$ cat src/rtl/xfer_done_pkg.sv
package xfer_done_pkg;
  // Enable bits carried with each completion report (MSB first).
  typedef struct packed {
    logic irq_inter;
    logic irq_final;
    logic chain_inter;
    logic chain_final;
  } done_en_t;

  localparam int EN_W = $bits(done_en_t);
endpackage

$ cat src/rtl/xfer_done_decode.sv
// Turns one completion report into chain/interrupt set vectors.
module xfer_done_decode
  import xfer_done_pkg::*;
#(
  parameter int CODE_W = 6,
  localparam int NCODE = 1 << CODE_W
) (
  input  logic              take,
  input  logic [CODE_W-1:0] code,
  input  logic              is_final,
  input  done_en_t          en,
  output logic [NCODE-1:0]  chain_set,
  output logic [NCODE-1:0]  irq_set
);
  logic [NCODE-1:0] onehot;
  logic             do_chain;
  logic             do_irq;

  always_comb begin
    onehot   = {{(NCODE-1){1'b0}}, 1'b1} << code;
    do_chain = is_final ? en.chain_final : en.chain_inter;
    do_irq   = is_final ? en.irq_final   : en.irq_inter;
    chain_set = (take && do_chain) ? onehot : '0;
    irq_set   = (take && do_irq)   ? onehot : '0;
  end
endmodule

$ cat src/rtl/xfer_done_bitreg.sv
// Sticky bit register: hardware set dominates write-one-to-clear.
module xfer_done_bitreg #(
  parameter int W = 64
) (
  input  logic         clk,
  input  logic         rst_n,
  input  logic [W-1:0] set_bits,
  input  logic         clr_we,
  input  logic [W-1:0] clr_bits,
  output logic [W-1:0] q
);
  logic [W-1:0] clr_eff;
  assign clr_eff = clr_we ? clr_bits : '0;

  always_ff @(posedge clk or negedge rst_n) begin
    if (!rst_n) q <= '0;
    else        q <= (q & ~clr_eff) | set_bits;
  end
endmodule

$ cat src/rtl/xfer_done_pulse.sv
// Registers chain set events into one-cycle per-channel triggers.
module xfer_done_pulse #(
  parameter int W = 64
) (
  input  logic         clk,
  input  logic         rst_n,
  input  logic [W-1:0] set_bits,
  output logic [W-1:0] trig
);
  always_ff @(posedge clk or negedge rst_n) begin
    if (!rst_n) trig <= '0;
    else        trig <= set_bits;
  end
endmodule

$ cat src/rtl/xfer_done_events.sv
module xfer_done_events
  import xfer_done_pkg::*;
#(
  parameter int NUM_PORTS = 2,
  parameter int CODE_W    = 6,
  localparam int NCODE    = 1 << CODE_W
) (
  input  logic                             clk,
  input  logic                             rst_n,
  input  logic [NUM_PORTS-1:0]             cmpl_valid,
  output logic [NUM_PORTS-1:0]             cmpl_ready,
  input  logic [NUM_PORTS-1:0][CODE_W-1:0] cmpl_code,
  input  logic [NUM_PORTS-1:0]             cmpl_final,
  input  logic [NUM_PORTS-1:0][EN_W-1:0]   cmpl_en,
  input  logic                             clr_chain_we,
  input  logic [NCODE-1:0]                 clr_chain_bits,
  input  logic                             clr_pend_we,
  input  logic [NCODE-1:0]                 clr_pend_bits,
  input  logic [NCODE-1:0]                 irq_mask,
  output logic [NCODE-1:0]                 chain_evt,
  output logic [NCODE-1:0]                 pend,
  output logic [NCODE-1:0]                 chain_trig,
  output logic                             irq
);
  logic                             ready_q;
  logic [NUM_PORTS-1:0][NCODE-1:0]  port_chain;
  logic [NUM_PORTS-1:0][NCODE-1:0]  port_irq;
  logic [NCODE-1:0]                 chain_any;
  logic [NCODE-1:0]                 irq_any;

  always_ff @(posedge clk or negedge rst_n) begin
    if (!rst_n) ready_q <= 1'b0;
    else        ready_q <= 1'b1;
  end
  assign cmpl_ready = {NUM_PORTS{ready_q}};

  for (genvar p = 0; p < NUM_PORTS; p++) begin : g_port
    xfer_done_decode #(.CODE_W(CODE_W)) u_dec (
      .take      (cmpl_valid[p] & ready_q),
      .code      (cmpl_code[p]),
      .is_final  (cmpl_final[p]),
      .en        (done_en_t'(cmpl_en[p])),
      .chain_set (port_chain[p]),
      .irq_set   (port_irq[p])
    );
  end

  always_comb begin
    chain_any = '0;
    irq_any   = '0;
    for (int p = 0; p < NUM_PORTS; p++) begin
      chain_any = chain_any | port_chain[p];
      irq_any   = irq_any   | port_irq[p];
    end
  end

  xfer_done_bitreg #(.W(NCODE)) u_chain_reg (
    .clk(clk), .rst_n(rst_n), .set_bits(chain_any),
    .clr_we(clr_chain_we), .clr_bits(clr_chain_bits), .q(chain_evt)
  );

  xfer_done_bitreg #(.W(NCODE)) u_pend_reg (
    .clk(clk), .rst_n(rst_n), .set_bits(irq_any),
    .clr_we(clr_pend_we), .clr_bits(clr_pend_bits), .q(pend)
  );

  xfer_done_pulse #(.W(NCODE)) u_trig (
    .clk(clk), .rst_n(rst_n), .set_bits(chain_any), .trig(chain_trig)
  );

  assign irq = |(pend & irq_mask);
endmodule

$ cat config.mk
export PLATFORM = sky130hd
export DESIGN_NAME = xfer_done_events
export DESIGN_NICKNAME = d
export VERILOG_FILES = /design/src/rtl/xfer_done_pkg.sv /design/src/rtl/xfer_done_decode.sv /design/src/rtl/xfer_done_bitreg.sv /design/src/rtl/xfer_done_pulse.sv /design/src/rtl/xfer_done_events.sv
export SDC_FILE = /design/constraint.sdc
export NUM_CORES = 1
export LEC_CHECK = 0
export ABC_CLOCK_PERIOD_IN_PS = 2150
export BUFFER_PORTS_ARGS = -buffer_cell sky130_fd_sc_hd__buf_4
export CORE_AREA = 2 2 160 162
export DETAILED_ROUTE_END_ITERATION = 8
export DIE_AREA = 0 0 162 164
export PLACE_DENSITY = 0.77
export SLEW_MARGIN = 10
export SYNTH_ARGS = -nofsm -noshare
export SYNTH_HDL_FRONTEND = slang
export SYNTH_HIERARCHICAL = 1
export SYNTH_SLANG_ARGS = --single-unit
$ cat constraint.sdc
create_clock -name clk -period 2.15 [get_ports clk]
set_clock_uncertainty 0.2 [all_clocks]
set_input_delay 0.1075 -clock clk [delete_from_list [all_inputs] [get_ports clk]]
set_output_delay 0.1075 -clock clk [all_outputs]
set_load 0.01 [all_outputs]
==> results by group, run 1 <==
Place
  – Post-placement cell area: between 0.01 and 0.015 mm2
  – GPL Wtd Cong: between 0.8 and 0.9
  – DP Wirelength: between 20 and 30 mm
  – IO Port Bufs: between 400 and 500
  – Worst slack at placement: around 0.064 ns
  – Placed insts: ~1700

Pwr
  – Seq pwr share: 0.425
  – Int Power: 6270 uW
  – PwrDens: around 540 mW/mm2
  – Switching power: 2460 uW
  – Switching Fraction: 0.282
  – Clock share of power: 0.392
  – VDD IR-drop max: around 520 uV
  – Lkg Pwr: around 0.0090 uW
  – Comb power frac: 0.183

Yosys
  – Number of synthesis warnings: 6
  – Synthesized flop and latch total: between 150 and 200
  – Ys flop type: dfrtp_1
  – Synthesized instance count: approximately 1000
  – Synth cell types: 26
  – Post-Syn Area: 0.0104 mm2
  – Fraction of registers with async set/reset: 1.00
  – Top-count cell post-synth: nor4_1
  – Syn_nets: 1247
  – Commonest cells in the netlist: nor4_1 (226), dfrtp_1 (193), nand2_1 (132)
  – EDFF count, synth: 0
  – Area leader, netlist: dfrtp_1
  – Syn avg cell area: between 10 and 15 um2
  – Area contributors post-synth: dfrtp_1 (47%), nor4_1 (14%), a21o_1 (9.3%)
  – Post-synth top area share: 0.465
  – Register area share after synthesis: 0.465

Global route
  – Met1 Use GR: 0.369
  – GRT overflow: 0
  – M2 GR Usage: 0.550
  – GRT Overall Usage: 0.315
  – Antenna violations before repair: 1
  – Vias in the first global route: roughly 11000
  – Busiest grt layer: met2
  – First-pass GRT wire length: roughly 64 mm
  – Largest net degree at the start of global routing: between 60 and 70
  – Met3 Resource Use GR: 0.0730

Routing
  – Vias/cell: between 5 and 6
  – Post-Route WL: approximately 43 mm
  – Antenna-violating nets left: 0
  – TritonRoute pass-1 iters: 6
  – Routed wire per std cell: 22.6 um
  – Iter 0 DRT Violations: roughly 1300
  – Drc violations: 0
  – Via count: between 10000 and 15000

Clock network
  – Clk buf depth: 2
  – CTS sink cnt: just under 200
  – CTS root buffer: clkbuf_16
  – CTS Buf Count: 17
  – CTS tree: done
  – Max H-tree Level: 4
  – Clock latency on the worst-skew pair: between 0.4 and 0.5 ns
  – Worst-path clk slew: 0.08 ns

Outcome
  – Failing checks: setup timing
  – Status: finished, violations left

Setup path
  – Crit. End Element: output pin
  – Slowest-stage cell, CP: or4_4
  – Cell family with most CP delay: simple AND/OR/NAND/NOR gates
  – Critical Path RT: ~1.8 ns
  – Critical path startpoint category: flip-flop
  – Buf/Inv on CP: 1
  – Crit path cell chain: a22o_1 > a221oi_2 > nand4_1 > or4_4 > buf_6
  – Worst path max stage delay: around 0.57 ns
  – Worst reg2reg path startpoint: ready_q
  – Arr. time, crit path: 2.21 ns
  – Launch point of the worst path: u_pend_reg/q[27]
  – CP max FO: 2
  – CP Class: reg -> out

Final layout
  – Layout area overhead: 56.6%
  – Final Cell Area: approximately 0.016 mm2
  – Fillers: about 1900
  – Finished Layout Cells: 1910
  – Nets: 1786
  – Area of the multi-input gates: 0.00487 mm2
  – Layout cells sized above 1: 0.446
  – Sequential cell area: 0.00483 mm2

STA
  – Worst Setup Slack, final: -0.369 ns
  – Hold_ws: roughly 0.0014 ns
  – Final period util: 1.17
  – Hold Vio Cnt, Final: 0
  – Fmax: 397 MHz
  – Final setup TNS: -0.369 ns
  – Slew Limit Fails: 0
  – Post-route minimum period: 2.52 ns
  – RSZ-0062 raised after global routing: true
  – Setup Viol. Count Final: 1
  – Slew @ Worst Pin: about 0.91 ns
  – Relative slew slack: 0.392

Floorplanning
  – Die area: ~0.027 mm2
  – Core area: between 0.02 and 0.025 mm2
  – IO Count: 415
  – Starting Density: 0.418
  – FP Rows: 58
  – Die height: ~160 um
  – Die span in x: roughly 160 um

Hold path
  – Worst min-delay path category: in -> async

Flow run
  – Max Cap Viol: 0
area by class of cell:
| type | instances | area share |
|---|---|---|
| repair buffers | 642 | 0.340 |
| clock buffers | 19 | 0.0278 |
| well taps | 330 | 0.0254 |
| flip-flops and latches | 193 | 0.297 |
| multi-input cells | 712 | 0.300 |
| clock inverters | 13 | 0.0102 |
| diodes | 1 | 0.000154 |
placed cells by master, fill, tap and decap left out, types with 3 or more instances in the layout:
master and n:
a21o_1 128, or3b_1 5, clkbuf_16 17, clkinv_4 4, nand4_1 4, nand2b_2 4
nor4_4 12, nand3b_1 6, mux2i_4 4, or2_2 130, buf_12 24, buf_4 457
nand2_1 129, inv_8 4, clkbuf_8 3, nor4_1 226, dlygate4sd3_1 159, nor4_2 18
a221oi_2 14, a22o_1 16, dfrtp_1 193
through the flow:
| step | utilization | power [uW] |
|---|---|---|
| after global placement | 0.561 | 5050 |
| after CTS | 0.655 | 8690 |
| after detailed placement | 0.561 | 5070 |
| after floorplan | - | 4350 |
| final | 0.655 | 8730 |
| after global routing | 0.655 | 8970 |
worst reg2reg max path: stages, from the launching register on:
cell      delay [ns]
dfrtp_1         0.42
and2_1          0.21
nand2b_4        0.23
buf_12          0.22
nor4_1          0.08
or2_2           0.35
a21o_1          0.17
power by group through the flow:
| stage | clock (uW) | sequential, uW | combinational, uW |
|---|---|---|---|
| 2_1_floorplan | 0 | 3800 | 554 |
| 3_3_place_gp | 0 | 3780 | 1270 |
| 3_5_place_dp | 0 | 3780 | 1290 |
| 4_1_cts | 3430 | 3710 | 1550 |
| 5_1_grt | 3580 | 3720 | 1680 |
| 6_report | 3420 | 3710 | 1600 |
state kept, by name, indices dropped and copies added, names as in the netlist:
register,flops
u_chain_reg/q,64
u_trig/trig,64
u_pend_reg/q,64
ready_q,1
what timing repair did:
action / CTS / global route
resized for setup: 8 / 0
endpoints found under the setup margin: 1 / 1
hold endpoints to repair: 321 / 0
pin swaps: 5 / 4
hold buffers: 159 / 0
setup buffers: 8 / 2
cell families (layout without fill, tap and decap cells):
group,after synthesis,after routing,share of synthesized area
other cells,1,2,0.000361
flops,193,193,0.465
buf+inv,122,674,0.0783
compound gates,160,160,0.124
mux,4,4,0.00386
simple gates,547,547,0.328
worst paths after layout:
path / endpoint / slack, ns / depth (start not counted)
max: irq / -0.37 / 5
min: u_pend_reg/q[41] / 0.001 / 2
max reg2reg: u_chain_reg/q[20] / 0.15 / 6
min reg2reg: u_chain_reg/q[1] / 0.28 / 1
max in group asynchronous: u_chain_reg/q[56] / 1.02 / 3
min in group clk: u_chain_reg/q[7] / 0.01 / 3
per-layer routing:
metal	vias to the layer above	routed length, um
li1	4867	-
met1	5420	16200
met2	649	21500
met3	144	3690
met4	0	1890
met5	-	0
Power figures use the tool's default switching activity.
==> run 2, diff against run 1 <==
- ABC_AREA: not set -> 1
- CORE_AREA: 2 2 160 162 -> 2 2 161 163
- DIE_AREA: 0 0 162 164 -> 0 0 163 165
- SETUP_SLACK_MARGIN: not set -> 0.15
==> run 2 against run 1 <==
  * The run now ends clean
  * Sequential power about the same
  * Hold slack improved by 0.028 ns
  * Clock-buffer cell count is the same
==> results by group, run 2 <==
Floorplanning
  – Starting Density: 0.420 (was 0.418)
  – Die span in x: 163 um (was 162 um)
  – Die area: 0.0269 mm2 (was 0.0266 mm2)
  – FP Rows: 58 (unchanged)
  – Die height: 165 um (was 164 um)
  – Core area: 0.0250 mm2 (was 0.0248 mm2)
  – IO Count: 415 (unchanged)

Yosys
  – Adder-Cell Fraction of Synth Area: 0 (unchanged)
  – Compound-Gate Fraction of Synth Area: 0 (was 0.124)
  – Syn avg cell area: 7.18 um2 (was 10.1 um2)
  – XOR/XNOR Fraction of Synth Area: 0 (unchanged)
  – Ys flop type: dfrtp_1 (unchanged)
  – Post-synth top area share: 0.459 (was 0.465)
  – Synthesized instance count: 1465 (was 1027)
  – EDFF count, synth: 0 (unchanged)
  – Post-Syn Area: 0.0105 mm2 (was 0.0104 mm2)
  – Number of synthesis warnings: 6 (unchanged)
  – Synthesized flop and latch total: 193 (unchanged)
  – Area contributors post-synth: dfrtp_1 (46%), nand2_1 (17%), or2_2 (7.6%) (was dfrtp_1 (47%), nor4_1 (14%), a21o_1 (9.3%))
  – Syn_nets: 1685 (was 1247)
  – Fraction of registers with async set/reset: 1.00 (unchanged)
  – Post-synthesis mux area share: 0 (was 0.00386)
  – Post-synthesis simple-gate area fraction: 0.438 (was 0.328)
  – Register area share after synthesis: 0.459 (was 0.465)
  – Commonest cells in the netlist: nand2_1 (487), nor2_1 (210), dfrtp_1 (193) (was nor4_1 (226), dfrtp_1 (193), nand2_1 (132))
  – Largest family of logic cells by synthesized area: simple AND/OR/NAND/NOR gates (unchanged)
  – Synth cell types: 18 (was 26)
  – Top-count cell post-synth: nand2_1 (was nor4_1)
  – Area leader, netlist: dfrtp_1 (unchanged)

Final layout
  – Most common cell after layout, fill and taps aside: nand2_1 (was buf_4)
  – Nets: 2199 (was 1786)
  – Commonest cells after routing, fill and taps aside: nand2_1 (486), buf_4 (430), nor2_1 (209), dfrtp_1 (192), inv_1 (160) (was buf_4 (457), nor4_1 (226), dfrtp_1 (193), dlygate4sd3_1 (159), or2_2 (130))
  – Layout cells sized above 1: 0.313 (was 0.446)
  – Largest regs: u_chain_reg/q (64), u_pend_reg/q (64), u_trig/trig (64) (unchanged)
  – Sequential cell area: 0.00483 mm2 (about the same)
  – Fillers: 2118 (was 1860)
  – Area of the multi-input gates: 0.00461 mm2 (was 0.00487 mm2)
  – Finished Layout Cells: 2325 (was 1910)
  – Layout area overhead: 50.4% (was 56.6%)

Pwr
  – Seq pwr share: 0.456 (was 0.425)
  – Clock share of power: 0.384 (was 0.392)
  – Lkg Pwr: 0.00866 uW (was 0.00901 uW)
  – Switching power: 2260 uW (was 2460 uW)
  – Int Power: 5900 uW (was 6270 uW)
  – PwrDens: 516 mW/mm2 (was 537 mW/mm2)
  – Switching Fraction: 0.277 (was 0.282)
  – Comb power frac: 0.160 (was 0.183)
  – VDD IR-drop max: 434 uV (was 524 uV)

STA
  – Hold Vio Cnt, Final: 0 (unchanged)
  – Relative slew slack: 0.483 (was 0.392)
  – Slew @ Worst Pin: 0.775 ns (was 0.912 ns)
  – Fmax: 479 MHz (was 397 MHz)
  – Post-route minimum period: 2.09 ns (was 2.52 ns)
  – Final setup TNS: 0 ns (was -0.369 ns)
  – Worst Setup Slack, final: 0.0638 ns (was -0.369 ns)
  – Slew Limit Fails: 0 (unchanged)
  – RSZ-0062 raised after global routing: true (unchanged)
  – Setup Viol. Count Final: 0 (was 1)
  – Final period util: 0.970 (was 1.17)

Routing
  – Iter 0 DRT Violations: 1296 (was 1318)
  – Routed wl met2: 20.2 mm (was 21.5 mm)
  – TritonRoute pass-1 iters: 6 (unchanged)
  – Vias/cell: 5.08 (was 5.80)
  – Antenna-violating nets left: 0 (unchanged)
  – Highest routed layer: met4 (unchanged)
  – Drc violations: 0 (unchanged)
  – Met1 Wirelength: 17.6 mm (was 16.2 mm)
  – Via count: 11803 (was 11080)
  – Routed wire per std cell: 18.5 um (was 22.6 um)
  – Met3 WL: 3.72 mm (was 3.69 mm)
  – Post-Route WL: 43.1 mm (was 43.2 mm)

Setup path
  – CP dominant cell by count: nand2_1
  – Worst path max stage delay: 0.45 ns (was 0.57 ns)
  – CP max FO: 3 (was 2)
  – Launch point of the worst path: u_pend_reg/q[33] (was u_pend_reg/q[27])
  – Critical Path RT: 1.84 ns (about the same)
  – Critical path startpoint category: flip-flop (unchanged)
  – Crit path cell chain: nand2_1 > nand4_1 > nor2_1 > nand2_1 > nor2_1 > nand2_1 > buf_6 (was a22o_1 > a221oi_2 > nand4_1 > or4_4 > buf_6)
  – Worst reg2reg path startpoint: ready_q (unchanged)
  – Slowest-stage cell, CP: dfrtp_1 (was or4_4)
  – Arr. time, crit path: 1.78 ns (was 2.21 ns)
  – Crit. End Element: output pin (unchanged)
  – CP Class: reg -> out (unchanged)

Global route
  – GRT Overall Usage: 0.311 (was 0.315)
  – Antenna violations before repair: 3 (was 1)
  – GRT overflow: 0 (unchanged)
  – Largest net degree at the start of global routing: 67 (was 65)
  – First-pass GRT wire length: 63.6 mm (was 63.9 mm)
  – Vias in the first global route: 11296 (was 11081)

Clock network
  – Clock latency on the worst-skew pair: 0.43 ns (was 0.44 ns)
  – CTS root buffer: clkbuf_16 (unchanged)
  – Clk buf depth: 2 (unchanged)
  – Max H-tree Level: 4 (unchanged)
  – CTS tree: done (unchanged)
  – CTS Buf Count: 17 (unchanged)
  – Worst-path clk slew: 0.08 ns (about the same)
  – CTS sink cnt: 193 (unchanged)

Hold path
  – Hold_sp: cmpl_code[11]
  – Worst min-delay path category: in -> reg (was in -> async)

Flow run
  – Max Cap Viol: 0 (unchanged)

Place
  – DP Wirelength: 30.0 mm (was 27.6 mm)
  – Placed insts: 2156 (was 1708)
  – GPL Wtd Cong: 0.872 (was 0.838)
  – IO Port Bufs: 414 (unchanged)
  – Worst slack at placement: 0.295 ns (was 0.0643 ns)

Outcome
  – Status: finished clean (was finished, violations left)
## run 2: cell types whose count changed after synthesis, sizes merged, moves of 38 or more
cell,before,now
a21o,128,0
clkbuf,66,8
inv,0,164
nand2,132,487
nand3,2,40
nand4,4,90
nor2,0,220
nor3,0,64
nor4,256,0
## run 2: worst max-delay path: cells and delay by family (launching register included)
family	cells	cell delay, ns
simple gates	6	0.77
buf+inv	1	0.12
flops	1	0.45
## run 2: per-layer routing
metal | GRT usage | vias to the layer above
met5 | 0 | -
met4 | 0.130 | 0
met3 | 0.0648 | 106
met2 | 0.502 | 641
met1 | 0.410 | 5540
li1 | - | 5516
## run 2: area by class of cell
type / instances / area share
timing repair buffer: 573 / 0.302
clock inverter: 13 / 0.00743
multi-input combinational: 1030 / 0.291
inverter: 164 / 0.0389
sequential: 193 / 0.305
clock buffer: 19 / 0.0286
tap: 330 / 0.0261
antenna: 3 / 0.000474
## run 2: power groups by stage
| stage | sequential (uW) | clock (uW) | combinational [uW] |
|---|---|---|---|
| detailed placement | 3790 | 0 | 1070 |
| global route | 3730 | 3320 | 1400 |
| CTS | 3720 | 3160 | 1280 |
| floorplan | 3810 | 0 | 415 |
| global placement | 3790 | 0 | 1060 |
| finish | 3720 | 3130 | 1310 |
## run 2: path summary, 6_finish.rpt
check / cells after the start / slack (ns) / endpoint
worst max-delay path: 7 / 0.06 / irq
worst min-delay path: 3 / 0.03 / u_trig/trig[0]
worst max register to register: 8 / 0.26 / u_chain_reg/q[15]
worst min register to register: 2 / 0.28 / u_chain_reg/q[3]
max in group asynchronous: 3 / 0.99 / u_pend_reg/q[18]
min in group asynchronous: 2 / 0.04 / u_chain_reg/q[52]
## run 2: logic make-up (layout without fill, tap and decap cells)
family,Yosys count,after routing
other,1,4
flip-flops,193,193
AND/OR/NAND/NOR,1029,1029
buffers and inverters,242,769
## run 2: what timing repair did
action	in CTS	in global routing
pin swaps	6	9
endpoints found under the hold margin	322	0
setup endpoints to repair	1	1
resized for setup	3	1
buffers inserted	4	0
hold buffers	130	0
## run 2: stage by stage
stage          hold WS [ns]  power [uW]  cell area [um2]   util
2_1_floorplan        -0.388        4220            10500      -
3_3_place_gp        -0.0543        4850            13900  0.555
3_5_place_dp        -0.0500        4860            13900  0.555
4_1_cts             0.00393        8160            15800  0.632
5_1_grt              0.0342        8450            15800  0.632
6_report             0.0294        8160            15800  0.632
